## config.mk

```make
export PLATFORM = sky130hd
export DESIGN_NAME = rx_init_seq
export DESIGN_NICKNAME = d
export VERILOG_FILES = /design/src/rtl/rx_init_pkg.sv /design/src/rtl/rx_init_fsm.sv /design/src/rtl/rx_strobe_det.sv /design/src/rtl/rx_valid_gate.sv /design/src/rtl/rx_init_seq.sv
export SDC_FILE = /design/constraint.sdc
export NUM_CORES = 1
export LEC_CHECK = 0
export ABC_AREA = 0
export BUFFER_PORTS_ARGS = -buffer_cell sky130_fd_sc_hd__buf_4
export CAP_MARGIN = 25
export CORE_MARGIN = 5
export CORE_UTILIZATION = 35
export CTS_CLUSTER_SIZE = 24
export DETAILED_ROUTE_END_ITERATION = 10
export SYNTH_ARGS = -nofsm -noshare
export SYNTH_HDL_FRONTEND = slang
export SYNTH_SLANG_ARGS = --single-unit
```

## constraint.sdc

```tcl
create_clock -name clk -period 2.1 [get_ports clk]
set_input_delay 0.21 -clock clk [delete_from_list [all_inputs] [get_ports clk]]
set_output_delay 0.21 -clock clk [all_outputs]
set_load 0.01 [all_outputs]
```

## src/rtl/rx_init_pkg.sv

```systemverilog
package rx_init_pkg;

    typedef enum logic [1:0] {
        ST_OFF  = 2'd0,
        ST_WAIT = 2'd1,
        ST_REF  = 2'd2,
        ST_STRM = 2'd3
    } seq_st_e;

    typedef struct packed {
        logic lock_oe;
        logic lock_n;
        logic data_oe;
        logic clk_oe;
        logic clk_sel;
    } pin_ctl_t;

    localparam int unsigned VLD_EDGES = 2;

    function automatic pin_ctl_t ctl_of(seq_st_e st, logic oe);
        pin_ctl_t c;
        c = '{lock_oe: 1'b0, lock_n: 1'b1, data_oe: 1'b0,
              clk_oe: 1'b0, clk_sel: 1'b0};
        case (st)
            ST_WAIT: c.lock_oe = 1'b1;
            ST_REF: begin
                c.lock_oe = 1'b1;
                c.data_oe = oe;
                c.clk_oe  = oe;
            end
            ST_STRM: begin
                c.lock_oe = 1'b1;
                c.lock_n  = 1'b0;
                c.data_oe = oe;
                c.clk_oe  = oe;
                c.clk_sel = 1'b1;
            end
            default: ;
        endcase
        return c;
    endfunction

endpackage

```

## src/rtl/rx_init_fsm.sv

```systemverilog
module rx_init_fsm
    import rx_init_pkg::*;
#(
    parameter int unsigned REF_CYC = 2048
) (
    input  logic    clk,
    input  logic    rst,
    input  logic    pwdn_n,
    input  logic    frame_locked,
    output seq_st_e st
);
    localparam int unsigned CW = (REF_CYC > 1) ? $clog2(REF_CYC) : 1;
    localparam logic [CW-1:0] LAST = CW'(REF_CYC - 1);

    logic [CW-1:0] wait_cnt;

    always_ff @(posedge clk) begin
        if (rst || !pwdn_n) begin
            st       <= ST_OFF;
            wait_cnt <= '0;
        end else begin
            case (st)
                ST_OFF: begin
                    st       <= ST_WAIT;
                    wait_cnt <= '0;
                end
                ST_WAIT: begin
                    if (wait_cnt == LAST) st <= ST_REF;
                    else                  wait_cnt <= wait_cnt + 1'b1;
                end
                ST_REF:  if (frame_locked)  st <= ST_STRM;
                ST_STRM: if (!frame_locked) st <= ST_REF;
                default: st <= ST_OFF;
            endcase
        end
    end
endmodule

```

## src/rtl/rx_strobe_det.sv

```systemverilog
module rx_strobe_det #(
    parameter int unsigned SYNC_LEN = 2
) (
    input  logic clk,
    input  logic rst,
    input  logic strb,
    input  logic edge_rise,
    output logic hit
);
    logic [SYNC_LEN-1:0] sh;

    generate
        if (SYNC_LEN == 2) begin : g_two
            always_ff @(posedge clk) begin
                if (rst) sh <= '0;
                else     sh <= {sh[0], strb};
            end
        end else begin : g_long
            always_ff @(posedge clk) begin
                if (rst) sh <= '0;
                else     sh <= {sh[SYNC_LEN-2:0], strb};
            end
        end
    endgenerate

    logic cur, prv;
    assign cur = sh[SYNC_LEN-2];
    assign prv = sh[SYNC_LEN-1];
    assign hit = edge_rise ? (cur & ~prv) : (~cur & prv);
endmodule

```

## src/rtl/rx_valid_gate.sv

```systemverilog
module rx_valid_gate #(
    parameter int unsigned EDGES = 2
) (
    input  logic clk,
    input  logic rst,
    input  logic en,
    input  logic hit,
    output logic vld
);
    localparam int unsigned NW = $clog2(EDGES + 1);
    localparam logic [NW-1:0] TOP = NW'(EDGES);

    logic [NW-1:0] n;

    always_ff @(posedge clk) begin
        if (rst || !en)            n <= '0;
        else if (hit && n != TOP)  n <= n + 1'b1;
    end

    assign vld = en && (n == TOP);
endmodule

```

## src/rtl/rx_init_seq.sv

```systemverilog
module rx_init_seq
    import rx_init_pkg::*;
#(
    parameter int unsigned REF_CYC  = 2048,
    parameter int unsigned SYNC_LEN = 2
) (
    input  logic clk,
    input  logic rst,
    input  logic pwdn_n,
    input  logic out_en,
    input  logic edge_rise,
    input  logic frame_locked,
    input  logic strb,
    output logic lock_n,
    output logic lock_oe,
    output logic dout_oe,
    output logic rclk_oe,
    output logic clk_sel,
    output logic data_vld
);
    seq_st_e  st;
    pin_ctl_t ctl;
    logic     hit;

    rx_init_fsm #(.REF_CYC(REF_CYC)) u_fsm (
        .clk(clk), .rst(rst), .pwdn_n(pwdn_n),
        .frame_locked(frame_locked), .st(st)
    );

    rx_strobe_det #(.SYNC_LEN(SYNC_LEN)) u_det (
        .clk(clk), .rst(rst), .strb(strb),
        .edge_rise(edge_rise), .hit(hit)
    );

    rx_valid_gate #(.EDGES(VLD_EDGES)) u_vld (
        .clk(clk), .rst(rst), .en(st == ST_STRM),
        .hit(hit), .vld(data_vld)
    );

    assign ctl     = ctl_of(st, out_en);
    assign lock_n  = ctl.lock_n;
    assign lock_oe = ctl.lock_oe;
    assign dout_oe = ctl.data_oe;
    assign rclk_oe = ctl.clk_oe;
    assign clk_sel = ctl.clk_sel;
endmodule

```

Yosys cells after proc, flatten, opt, wreduce, memory -nomap -nowiden
Cells that the tools add are included.
{ "word_totals": {"mem_bits_ro": 0, "regBits": 17, "latch_bits": 0, "mem_count": 0, "mem_bits_rw": 0} }
{ "classes": {"multipliers": 0, "eq_ne": 10, "n_div": 0, "reduce_logical": 12, "order_cmp": 0, "n_shift": 0, "add_sub_neg": 2, "n_mux": 11, "n_bitwise": 4} }
{ "ops": {"columns": ["operator", "n"], "rows": [
  ["case mux 11 bit (2 select lines)", 1],
  ["adder 11 x 1 -> 11 bit (second input constant)", 1],
  ["equality test 11 bit (second input constant)", 1],
  ["two-way mux 11 bit", 1],
  ["two-way mux 2 bit", 4],
  ["inequality test 2 bit (second input constant)", 4],
  ["case mux 2 bit (4 select lines)", 1],
  ["equality test 2 bit (second input constant)", 3],
  ["two-way mux 1 bit", 4],
  ["AND reduction 3 bit", 1],
  ["OR reduction 3 bit", 1],
  ["adder 2 x 1 -> 2 bit (second input constant)", 1],
  ["bitwise AND 1 bit", 2],
  ["equality test 2 x 1 -> 1 bit (second input constant)", 1],
  ["logical AND 1 bit", 2],
  ["logical NOT 1 bit", 2],
  ["logical NOT 2 bit", 1],
  ["logical OR 1 bit", 2],
  ["inequality test 2 x 1 -> 1 bit (second input constant)", 1],
  ["inverter 1 bit", 2],
  ["AND reduction 2 bit", 1],
  ["nonzero test 2 bit", 1],
  ["OR reduction 2 bit", 1]
]} }

Logic depth before layout (Yosys ltp)
{ "depth": {"depth_word": 4, "mapped_depth": 6, "depth_no_buf": 5} }

Hierarchy
Synthesis repeated with hierarchy kept, for this count alone.
{ "unflattened": {"cells_unflattened": 96, "hier_area_um2": 864.6} }
{ "by_module_without_submodules": {"columns": ["module", "n_inst", "area_per_inst_um2", "cells_per_inst", "seq_area_each_um2"], "rows": [
  ["rx_init_fsm", 1, 643.1, 73, 260.2],
  ["rx_valid_gate", 1, 115.1, 11, 40.0],
  ["rx_strobe_det", 1, 75.1, 7, 40.0],
  ["rx_init_seq", 1, 31.3, 5, 0.0]
]} }

Worst setup path after synthesis
No wires, ideal clock.
{ "synth_timing": {"path_kind": "flip-flop to flip-flop", "from": "reg u_fsm.wait_cnt[0]", "to": "reg u_fsm.wait_cnt[9]", "synth_period_minus_slack_ns": 1.509, "path_stages_with_launch": 6, "path_buffers": 0, "path_slack_ns": 0.591, "t_arrival_ns": 1.392, "cell_sequence": "dfxtp_1 > ha_1 > nand3_2 > o31a_1 > and3_2 > a22o_1"} }
{ "synth_via": {"elab_chain_cells": 3, "word_cells_on_any_way": 6, "classes_between": "add/sub: 1; eq/ne: 2; mux: 2; reduce/logical: 1"} }
{ "synth_lines": {"columns": ["element", "line_no", "text"], "rows": [
  ["start: declaration", "rx_init_fsm.sv:15", "logic [CW-1:0] wait_cnt;"],
  ["start signal: assignment", "rx_init_fsm.sv:29", "else wait_cnt <= wait_cnt + 1'b1;"],
  ["adder 11 x 1 -> 11 bit / equality test 11 bit (equally long branches)", "rx_init_fsm.sv:29, rx_init_fsm.sv:28", null],
  ["two-way mux 11 bit / inequality test 2 bit (equally long branches)", null, null],
  ["case mux 11 bit (2 select lines) / AND reduction 2 bit (equally long branches)", null, null]
]} }
Several ways; a longest one is shown, not always the timed one. The select of a mux whose other input is x is not followed.
A chain may end at the register's enable or synchronous reset.

Final worst setup path
{ "layout_timing": {"from": "reg u_fsm.wait_cnt[0]", "to": "reg u_fsm.wait_cnt[8]"} }
Same word-level chain as after synthesis.

==> flow_summary_export.csv <==
group,metric,value,unit
clock_network,holdBufCountCts,0,
final_layout,fin_area,993,um^2
timing,drv_slew,0,
setup_path,cp-end-kind,"register",
setup_path,crit_path_start_kind,"register",
setup_path,worstPathRequired,2.34,ns
detailed_routing,drt_first_pass_iters,3,
timing,setup_tns,0,ns
synthesis,yosys_warnings,0,
timing,rsz0062_at_grt,"no",
synthesis,seq_area_frac_synth,0.391,
setup_path,rr_startpoint,"u_fsm.wait_cnt[0]",
synthesis,syn_nets,96,
global_route,antenna_found_initial,0,
setup_path,reg2reg_depth,5,
setup_path,cp.arrival,1.98,ns
synthesis,synth.area.top_cells,"dfxtp_1 (39%), nand3_1 (4.0%), a22o_1 (3.0%)",
synthesis,syn_area,870,um^2
setup_path,cp_slowest_cell,"dfxtp_1",
final_layout,diodes,0,
flow_run,maxCapViolCount,0,
final_layout,mostFrequentLayoutCells,"dfxtp_1 (17), buf_4 (12), nand3_1 (7)",
global_route,grt_pass1_wl,2.87,mm
outcome,status,"completed",
placement,placed_area,967,um^2
placement,io_buffers,12,
clock_network,h-tree-depth,1,
setup_path,max_stage_delay,0.42,ns
synthesis,synth-seq-cells,17,
synthesis,ys.flop_type,"dfxtp_1",
synthesis,ys_async_sr_fraction,0,
pwr,p_leak,0.000390,uW
detailed_routing,drc,0,
placement,placedCellCount,126,
setup_path,crit_type,"reg -> reg",
setup_path,worst-path-buf-inv,0,
clock_network,cts_inserted_buffers,3,
setup_path,crit_family,"compound AO/OA/AOI/OAI gates",
floorplan,initial_core_util,0.358,
min_path,min_from,"rst",
timing,fin_skew,0.00867,ns
timing,setup_violations,0,
global_route,gr-total-overflow,0,
synthesis,synth.distinct_cells,40,
final_layout,num-fill-cells,250,
placement,place_ws,0.464,ns
floorplan,core_area,2430,um^2
min_path,min_path_cells,2,
final_layout,final_common_cell,"dfxtp_1",
detailed_routing,drt_iter0_markers,14,
clock_network,clk_pin_slew_worst_paths,0.10,ns
setup_path,ff2ff_setup_slack,0.36,ns
clock_network,clk_path_buf_depth,2,
timing,hold-worst-slack,0.126,ns
timing,fmax,575,MHz
final_layout,nNetsFinal,110,
floorplan,io_pins,13,
final_layout,finalNonFillerCells,130,
timing,worstMarginPinSlew,0.285,ns
clock_network,cts_tree,"yes",
floorplan,die_height,59.8,um
detailed_routing,drtAntennaViolNets,0,
timing,fin_crit_sh,0.828,
floorplan,die_w,59.8,um
setup_path,path_cells,"ha_1, nand3_2, o31ai_4, and2_1, a22o_1",
final_layout,syn2layout_area_growth,14.2,%
timing,worst_slack,0.361,ns
global_route,grt_max_degree,10,
detailed_routing,wl,1.59,mm
detailed_routing,vias,683,
placement,gp_congestion,0.763,
final_layout,drive_above_1_share,0.270,
floorplan,rows,18,
pwr,powerDensity,529,nW/um^2
clock_network,clock-sinks,17,
clock_network,insertion_delay,0.29,ns
clock_network,postCtsSetupRepairBufs,0,
detailed_routing,routedWlPerCell,12.3,um
pwr,peakVddDrop,0.243,mV
global_route,grt_pass1_vias,661,
synthesis,netlist.area_leader.share,0.391,
setup_path,path_max_fanout,6,
final_layout,multi_input_area,484,um^2
clock_network,cts_root_buf,"clkbuf_4",
detailed_routing,routed_via_density,5.25,
timing,slew_headroom,0.810,
synthesis,synth_edf_count,0,
synthesis,netlist_instances,87,
floorplan,dieArea,3580,um^2
global_route,grt_usage,0.105,
min_path,hold_path_end,"u_vld.n[1]",
clock_network,post_cts_resized,0,
final_layout,regArea,340,um^2
synthesis,synth_top_area_cell,"dfxtp_1",
timing,finalCriticalPeriod,1.74,ns
placement,dp_hpwl,1.26,mm
setup_path,worstReg2RegEnd,"u_fsm.wait_cnt[8]",
min_path,hold_path.class,"in -> reg",
timing,final_hold_viol_count,0,
synthesis,syn_avg_cell_area,10.0,um^2
how the worst max path moves through the flow:
stage / startpoint / to / cells past startpoint
after floorplan: u_fsm.wait_cnt[0] / u_fsm.wait_cnt[9] / 5
after CTS: u_fsm.wait_cnt[0] / u_fsm.wait_cnt[8] / 5
after global routing: u_fsm.wait_cnt[0] / u_fsm.wait_cnt[1] / 5
after detailed placement: u_fsm.wait_cnt[0] / u_fsm.wait_cnt[8] / 5
final: u_fsm.wait_cnt[0] / u_fsm.wait_cnt[8] / 5
after global placement: u_fsm.wait_cnt[0] / u_fsm.wait_cnt[8] / 5
per-layer routing:
layer	track usage	wire length [um]	vias to the layer above
met2	0.173	767	5
met4	0.0665	35	0
met3	0.0130	25	4
li1	-	-	355
met5	0	0	-
met1	0.128	764	319
sequential cells by signal (all words and copies together) (netlist names):
name,count
u_det.sh,2
u_fsm.st,2
u_fsm.wait_cnt,11
u_vld.n,2
power breakdown:
part           switching, uW  internal (uW)  total, uW
sequential              3.17            326        329
combinational           11.0           15.5       26.5
clock                   96.1           73.8        170
layout make-up:
type                            instances  area share
Multi-Input combinational cell         63       0.487
Sequential cell                        17       0.343
Timing Repair Buffer                   12      0.0907
Tap cell                               30      0.0378
Clock buffer                            4      0.0264
Inverter                                4      0.0151
cells in the mapped netlist, drive strengths merged, types with 2 or more instances:
master,n
a22o,3
and2,5
and3,3
buf,3
dfxtp,17
ha,2
inv,4
nand2,3
nand3,8
nand4,3
nor2,4
nor2b,3
o211ai,3
o21ai,2
o31ai,4
xnor2,2
xor2,2
per-stage QoR:
step | util | power, uW
CTS | 0.408 | 532
floorplan | - | 350
global placement | 0.398 | 363
finish | 0.408 | 525
global route | 0.408 | 555
detailed placement | 0.398 | 363
cell families (layout without fill, tap and decap cells):
kind of cell,count (synthesis),in the layout,share of synthesized area
AOI/OAI and AO/OA,22,22,0.229
xor gates and xnor gates,4,4,0.0403
adders and majority gates,2,2,0.0288
buffers and inverters,7,20,0.0518
DFF,17,17,0.391
and+or+nand+nor,35,35,0.259
No activity file was read; power rests on OpenSTA's default activity.
